<file path="src/rtl/hsk_mem_pkg.sv">
// Shared definitions for the handshaked memory endpoint.
// Assumes nothing beyond the two-state handshake encoding below.
package hsk_mem_pkg;
    typedef enum logic {
        CH_IDLE = 1'b0,
        CH_BUSY = 1'b1
    } ch_state_t;
endpackage

</file>
<file path="src/rtl/hsk_chan.sv">
// One four-phase handshake channel.
// Accepts a request when it is idle and `allow` is high. It then holds
// `ack` (and `err`, latched from `bad`) until the request drops.
// Assumes the requester keeps `req` high until it sees `ack`.
module hsk_chan
    import hsk_mem_pkg::*;
(
    input  logic clk,
    input  logic rst_n,
    input  logic req,
    input  logic allow,
    input  logic bad,
    output logic take,
    output logic ack,
    output logic err
);
    ch_state_t state;

    // Accept pulse: a new request seen while idle and not blocked.
    assign take = (state == CH_IDLE) && req && allow;
    assign ack  = (state == CH_BUSY);

    // State and error register for the handshake.
    always_ff @(posedge clk) begin
        if (!rst_n) begin
            state <= CH_IDLE;
            err   <= 1'b0;
        end else if (take) begin
            state <= CH_BUSY;
            err   <= bad;
        end else if (state == CH_BUSY && !req) begin
            state <= CH_IDLE;
            err   <= 1'b0;
        end
    end
endmodule

</file>
<file path="src/rtl/hsk_store.sv">
// Storage array with a masked write port and a registered read port.
// Assumes the caller never enables read and write in the same cycle.
// The read result register holds its value between reads.
module hsk_store #(
    parameter int DEPTH  = 12,
    parameter int WIDTH  = 16,
    parameter int ADDR_W = 5
) (
    input  logic              clk,
    input  logic              rst_n,
    input  logic              we,
    input  logic              w_ok,
    input  logic [ADDR_W-1:0] waddr,
    input  logic [WIDTH-1:0]  wdata,
    input  logic [WIDTH-1:0]  wmask,
    input  logic              re,
    input  logic              r_ok,
    input  logic [ADDR_W-1:0] raddr,
    output logic [WIDTH-1:0]  rdata
);
    localparam int IDX_W = (DEPTH > 1) ? $clog2(DEPTH) : 1;

    logic [WIDTH-1:0] rows [DEPTH];
    logic [IDX_W-1:0] widx, ridx;

    assign widx = waddr[IDX_W-1:0];
    assign ridx = raddr[IDX_W-1:0];

    // Masked write: only bits whose mask bit is set take the new data.
    always_ff @(posedge clk) begin
        if (we && w_ok)
            rows[widx] <= (rows[widx] & ~wmask) | (wdata & wmask);
    end

    // Read register: loaded on an accepted read, zero when out of range.
    always_ff @(posedge clk) begin
        if (!rst_n)
            rdata <= '0;
        else if (re)
            rdata <= r_ok ? rows[ridx] : '0;
    end
endmodule

</file>
<file path="src/rtl/hsk_mem_endpoint.sv">
// Top of the handshaked memory endpoint.
// Two independent handshake channels share one storage array.
// A write is given priority over a read that arrives in the same cycle.
// Assumes word-index addressing; byte translation happens upstream.
module hsk_mem_endpoint #(
    parameter int DEPTH  = 12,
    parameter int WIDTH  = 16,
    parameter int ADDR_W = $clog2(DEPTH + 1) + 1
) (
    input  logic              clk,
    input  logic              rst_n,
    input  logic              rd_req,
    input  logic [ADDR_W-1:0] rd_addr,
    output logic [WIDTH-1:0]  rd_data,
    output logic              rd_ack,
    output logic              rd_err,
    input  logic              wr_req,
    input  logic [ADDR_W-1:0] wr_addr,
    input  logic [WIDTH-1:0]  wr_data,
    input  logic [WIDTH-1:0]  wr_mask,
    output logic              wr_ack,
    output logic              wr_err
);
    localparam logic [ADDR_W-1:0] LIMIT = ADDR_W'(DEPTH);

    logic wr_take, rd_take, wr_inr, rd_inr, rd_allow;

    // Range checks and arbitration: a write about to be accepted blocks the read.
    assign wr_inr   = (wr_addr < LIMIT);
    assign rd_inr   = (rd_addr < LIMIT);
    assign rd_allow = !(wr_req && !wr_ack);

    hsk_chan u_wr (
        .clk(clk), .rst_n(rst_n), .req(wr_req), .allow(1'b1),
        .bad(!wr_inr), .take(wr_take), .ack(wr_ack), .err(wr_err)
    );

    hsk_chan u_rd (
        .clk(clk), .rst_n(rst_n), .req(rd_req), .allow(rd_allow),
        .bad(!rd_inr), .take(rd_take), .ack(rd_ack), .err(rd_err)
    );

    hsk_store #(.DEPTH(DEPTH), .WIDTH(WIDTH), .ADDR_W(ADDR_W)) u_store (
        .clk(clk), .rst_n(rst_n),
        .we(wr_take), .w_ok(wr_inr), .waddr(wr_addr), .wdata(wr_data), .wmask(wr_mask),
        .re(rd_take), .r_ok(rd_inr), .raddr(rd_addr), .rdata(rd_data)
    );
endmodule

</file>
<file path="config.mk">
export PLATFORM = sky130hd
export DESIGN_NAME = hsk_mem_endpoint
export DESIGN_NICKNAME = d
export VERILOG_FILES = /design/src/rtl/hsk_mem_pkg.sv /design/src/rtl/hsk_chan.sv /design/src/rtl/hsk_store.sv /design/src/rtl/hsk_mem_endpoint.sv
export SDC_FILE = /design/constraint.sdc
export NUM_CORES = 1
export LEC_CHECK = 0
export ABC_AREA = 1
export CAP_MARGIN = 20
export CORE_MARGIN = 2
export CORE_UTILIZATION = 64
export DETAILED_ROUTE_END_ITERATION = 6
export DONT_BUFFER_PORTS = 1
export GPL_ROUTABILITY_DRIVEN = 1
export PLACE_DENSITY = 0.78
export SLEW_MARGIN = 5
export SYNTH_ARGS = -nofsm -noshare
export SYNTH_HDL_FRONTEND = slang
export SYNTH_SLANG_ARGS = --single-unit
export TNS_END_PERCENT = 1
</file>
<file path="constraint.sdc">
create_clock -name clk -period 3.8 [get_ports clk]
set_clock_uncertainty 0.15 [all_clocks]
set_input_delay 0.57 -clock clk [delete_from_list [all_inputs] [get_ports clk]]
set_output_delay 0.57 -clock clk [all_outputs]
set_load 0.02 [all_outputs]
</file>
* Yosys cells after proc, flatten, opt, wreduce, memory -nomap -nowiden
Memories as Yosys holds them, arrays and structs flattened.
Index checks and enable logic that the tools add are counted.
** Storage, ports and cells
- Bits in registers :: 20
- Memory bits (writable) :: 192
- Bits of input ports :: 46
- Output and inout bits :: 20
- Logic and storage cells :: 38
- Memories :: 1
** Operators by class
- Magnitude comparators :: 2
- Mux-type cells :: 9
- Bitwise operators :: 6
- Reduce and logical (&&, ||, !) cells :: 15
** Memory list
- u_store.rows :: words 12, bits a word 16, rd ports 2, clocked after memory_dff 0, write ports 1, line hsk_store.sv:23 : logic [WIDTH-1:0] rows [DEPTH];
** Operators with widths (count)
- $and A16 B16 Y16 :: 2
- $mux W16 :: 1
- $not A16 Y16 :: 1
- $or A16 B16 Y16 :: 1
- $lt A5 B4 Y1 const B :: 2
- $mux W1 :: 8
- $logic_and A1 B1 Y1 :: 7
- $logic_not A1 Y1 :: 6
- $reduce_bool A2 Y1 :: 2
- $not A1 Y1 :: 2

* Logic depth before layout (Yosys ltp)
- Depth in word-level cells :: 5
- Depth in mapped cells :: 10
- Depth with buffers taken out :: 9

* Cells and area by module
From an unflattened synthesis, not the netlist that was laid out.
** Unflattened totals
- Cells, all modules :: 1217
- Area total of the unflattened synthesis :: 10363.7 µm²
** Modules (own cells, without submodules)
- hsk_store :: instances 1, cells an instance 1174, area an instance 10107.2 µm², seq. area each 6085.8 µm²
- hsk_chan :: instances 2, cells an instance 16, area an instance 102.6 µm², seq. area each 40.0 µm²
- hsk_mem_endpoint :: instances 1, cells an instance 11, area an instance 51.3 µm², seq. area each 0.0 µm²

* Least setup slack after synthesis
OpenSTA, ideal clock, no wires.
- Path type :: input-to-reg
- From :: input wr_addr[3]
- To :: memory u_store.rows[0][0], enable pin
- Setup time :: 0.409 ns
- Arrival time :: 2.475 ns
- Data required time :: 3.241 ns
- Path slack :: 0.766 ns
- Stages :: 5
- Path buffers :: 2
- Cell sequence :: clkbuf_1 nor2_2 buf_2 inv_1 nor3_1
** Between the ends
- Word-level cells in the longest chain between the ends :: 4
** Ends and longest elaborated chain
- start, declared :: line hsk_mem_endpoint.sv:18 : input logic [ADDR_W-1:0] wr_addr,
- $lt A5 B4 Y1 :: line hsk_mem_endpoint.sv:29 : assign wr_inr = (wr_addr < LIMIT);
- $logic_and A1 B1 Y1 :: line hsk_store.sv:31 : if (we && w_ok)
- $mux W1 :: line hsk_store.sv:31
- $mux W1 (not written as such) :: line hsk_store.sv:32 : rows[widx] <= (rows[widx] & ~wmask) | (wdata & wmask);
- end, declared :: line hsk_store.sv:23
Parallel ways exist; a longest one is shown, timed or not.

* Worst setup path after layout
- From :: register u_wr.state (netlist: u_wr.ack)
- To :: memory u_store.rows[1][3], enable pin
** Between the ends
- Word-level cells in the longest chain between the ends :: 5
** Ends and longest elaborated chain
- start, declared :: line hsk_chan.sv:17 : ch_state_t state;
- start signal, assigned :: line hsk_chan.sv:26 : state <= CH_IDLE;
- start signal, assigned :: line hsk_chan.sv:29 : state <= CH_BUSY;
- start signal, assigned :: line hsk_chan.sv:32 : state <= CH_IDLE;
- $not A1 Y1 :: line hsk_chan.sv:20 : assign take = (state == CH_IDLE) && req && allow;
- $logic_and A1 B1 Y1 :: line hsk_chan.sv:20
- via u_store.we :: line hsk_store.sv:11 : input logic we,
- $logic_and A1 B1 Y1 :: line hsk_store.sv:31
- $mux W1 :: line hsk_store.sv:31
- $mux W1 (not written as such) :: line hsk_store.sv:32
The timed path passes the listed nets, and every way through them passes these cells.

==> impl_metrics.tcl <==
set metrics [dict create \
    cp.arrival_ps 2730 \
    synth_cell_types 23 \
    hold_viol 0 \
    cp_slowest_cell "nor3_2" \
    utilization_pct 72.0 \
    ir_drop_mv 0.423 \
    htreeDepth 1 \
    syn_avg_cell_area_um2 8.58 \
    status "finished, final reports clean" \
    netSwitchingFraction_pct 23.0 \
    worst_pin_slew_ps 834 \
    start_util_pct 65.5 \
    grt_max_degree 98 \
    finalWorstSetupSlack_ps 1120 \
    dr.pass1.iters 6 \
    cpLargestDelayFamily "simple AND/OR/NAND/NOR gates" \
    cp_data_required_time_ps 3840 \
    hp-class "primary input to flip-flop" \
    cp_num_buf_inv 2 \
    switching_power_mw 1.18 \
    numPortBuffers 0 \
    clk_pin_slew_ps 60 \
    synth_largest_area_cell "edfxtp_1" \
    cts_inserted_buffers 22 \
    ctsResizeCount 0 \
    clk_latency_ps 510 \
    ys_seq_area_share_pct 59.5 \
    hpwl_um 17300 \
    grt-ovfl-total 0 \
    cts_buffer_depth 3 \
    gp_congestion 0.854 \
    intPower_mw 3.95 \
    yosysMostFrequentCell "nand2_1" \
    setup_viol 0 \
    syn_inst 1208 \
    viasPerCell 6.09 \
    endpoint_kind "flip-flop" \
    maxCapViolCount 0 \
    die_h_um 131 \
    first_global_vias 8274 \
    cp_cell_sequence "inv_1 -> ha_1 -> nand2_1 -> nor3_2 -> buf_4" \
    power_frac_comb_pct 8.0 \
    cts_sinks 212 \
    fin_cells 1435 \
    ys_warn_count 0 \
    grt_pass1_wl_um 45100 \
    ys_top_cells_by_area "edfxtp_1 (56%), nand2_1 (17%), nand3_1 (7.7%)" \
    setup.worst_path.start_class "flip-flop" \
    wire_per_inst_um 20.2 \
    synth_top_area_share_pct 55.6 \
    path_class "flip-flop to flip-flop" \
    ys_ff_latch 212 \
    ant_nets 0 \
    area.growth.synth_to_final_pct 10.0 \
    place_ws_ps 855 \
    fin_tns_setup_ps 0 \
    synth_nets 1255 \
    dieArea_mm2 0.0172 \
    clkPwrFrac_pct 41.0 \
    fin_crit_ps 2680 \
    drt_iter0_drc 1281 \
    vias 8738 \
    dpl.cell_count 1395 \
    p_leak_nw 4.65 \
    synth_flop_cell "edfxtp_1" \
    antenna_found_initial 1 \
    route.detailed.drc 0 \
    timing.hold.ws_ps 24.6 \
    slowest_delay_ps 730 \
    slew_viol_final 0 \
    post-cts-setup-buffers 0 \
    cts_root_buffer "clkbuf_16" \
    fin_crit_sh_pct 70.6 \
    syn_area_mm2 0.0104 \
    synth_common_cells "nand2_1 (471), edfxtp_1 (192), nand3_1 (160)" \
    rsz0062_at_grt "false" \
    wl_um 29000 \
    core-area_mm2 0.0158 \
    finalNetCount 1250 \
    cp_max_fo 12 \
    max_freq_mhz 373 \
    placementRows 46 \
    insertedDiodeCount 0 \
    p_per_area_mw_per_mm2 450 \
    drive_above_1_share_pct 7.79 \
    async_reset_ff_share_pct 0 \
    maxSlewHeadroom_pct 44.3 \
    hold_buffers 0 \
    sequentialPowerShare_pct 51.0 \
    synth_edf_count 192 \
    gr-usage-all-layers_pct 34.0 \
    io_pins 66 \
    die_width_um 131 \
    cts_tree "done" \
]
power groups by stage:
stage	clock [mW]	combinational (mW)	sequential [mW]
floorplan	0	0.309	2.66
global placement	0	0.388	2.67
detailed placement	0	0.398	2.67
CTS	2.10	0.401	2.62
global route	2.19	0.454	2.62
finish	2.10	0.409	2.62
registers in the layout (all words and copies together), names as in the netlist:
name           flops
u_wr.err           1
u_rd.ack           1
u_store.rdata     16
u_rd.err           1
u_wr.ack           1
u_store.rows     192
logic make-up (layout without fill, tap and decap cells):
group,after synthesis,in the layout,synth area share (%)
flops,212,212,59.5
fa+ha+maj,1,1,0.121
buf+inv,176,187,6.97
compound gates,55,55,2.74
simple gates,764,764,30.7
per-stage QoR:
step,power (mW),cell area [um2]
4_1_cts,5.12,11400
6_report,5.13,11400
2_1_floorplan,2.97,10400
3_5_place_dp,3.06,10700
5_1_grt,5.26,11400
3_3_place_gp,3.05,10700
layer usage:
| metal | vias to the layer above | share of wire (%) | track usage, % |
|---|---|---|---|
| met1 | 4020 | 37 | 46.5 |
| met3 | 98 | 14 | 7.60 |
| met4 | 2 | 4.0 | 14.1 |
| li1 | 3963 | - | - |
| met2 | 655 | 45 | 53.4 |
| met5 | - | 0.041 | 0 |
cell usage in the layout, fill, tap and decap left out, drive strengths merged:
master	n
nand2	472
edfxtp	192
nand3	160
inv	111
nor2	88
a21oi	51
buf	35
nand4	32
clkbuf	28
dfxtp	20
nor3	12
clkinv	11
bufinv	2
o21bai	1
a2bb2oi	1
o21ai	1
a211oi	1
ha	1
worst reg2reg max path, cell delays in order, from the launching register on:
cell and delay (ps):
dfxtp_1 390, inv_1 90, ha_1 210, nand2_1 420, nor3_2 730, buf_4 380
path summary, 6_finish.rpt:
check	start	endpoint	slack, ps	cells after the start
max	u_wr.ack	u_store.rows[1][3]	1120	5
min	rd_req	u_rd.ack	20	2
max reg2reg	u_wr.ack	u_store.rows[1][3]	1120	5
min reg2reg	u_store.rdata[3]	u_store.rdata[3]	410	2
area by class of cell:
cell class,count,area [um2]
Multi-Input combinational cell,820,3550
Fill cell,1138,4430
Sequential cell,212,6170
Tap cell,216,270
Clock buffer,28,594
Inverter,112,420
Clock inverter,12,100
Timing Repair Buffer,35,300
No activity file was read; power rests on OpenSTA's default activity.
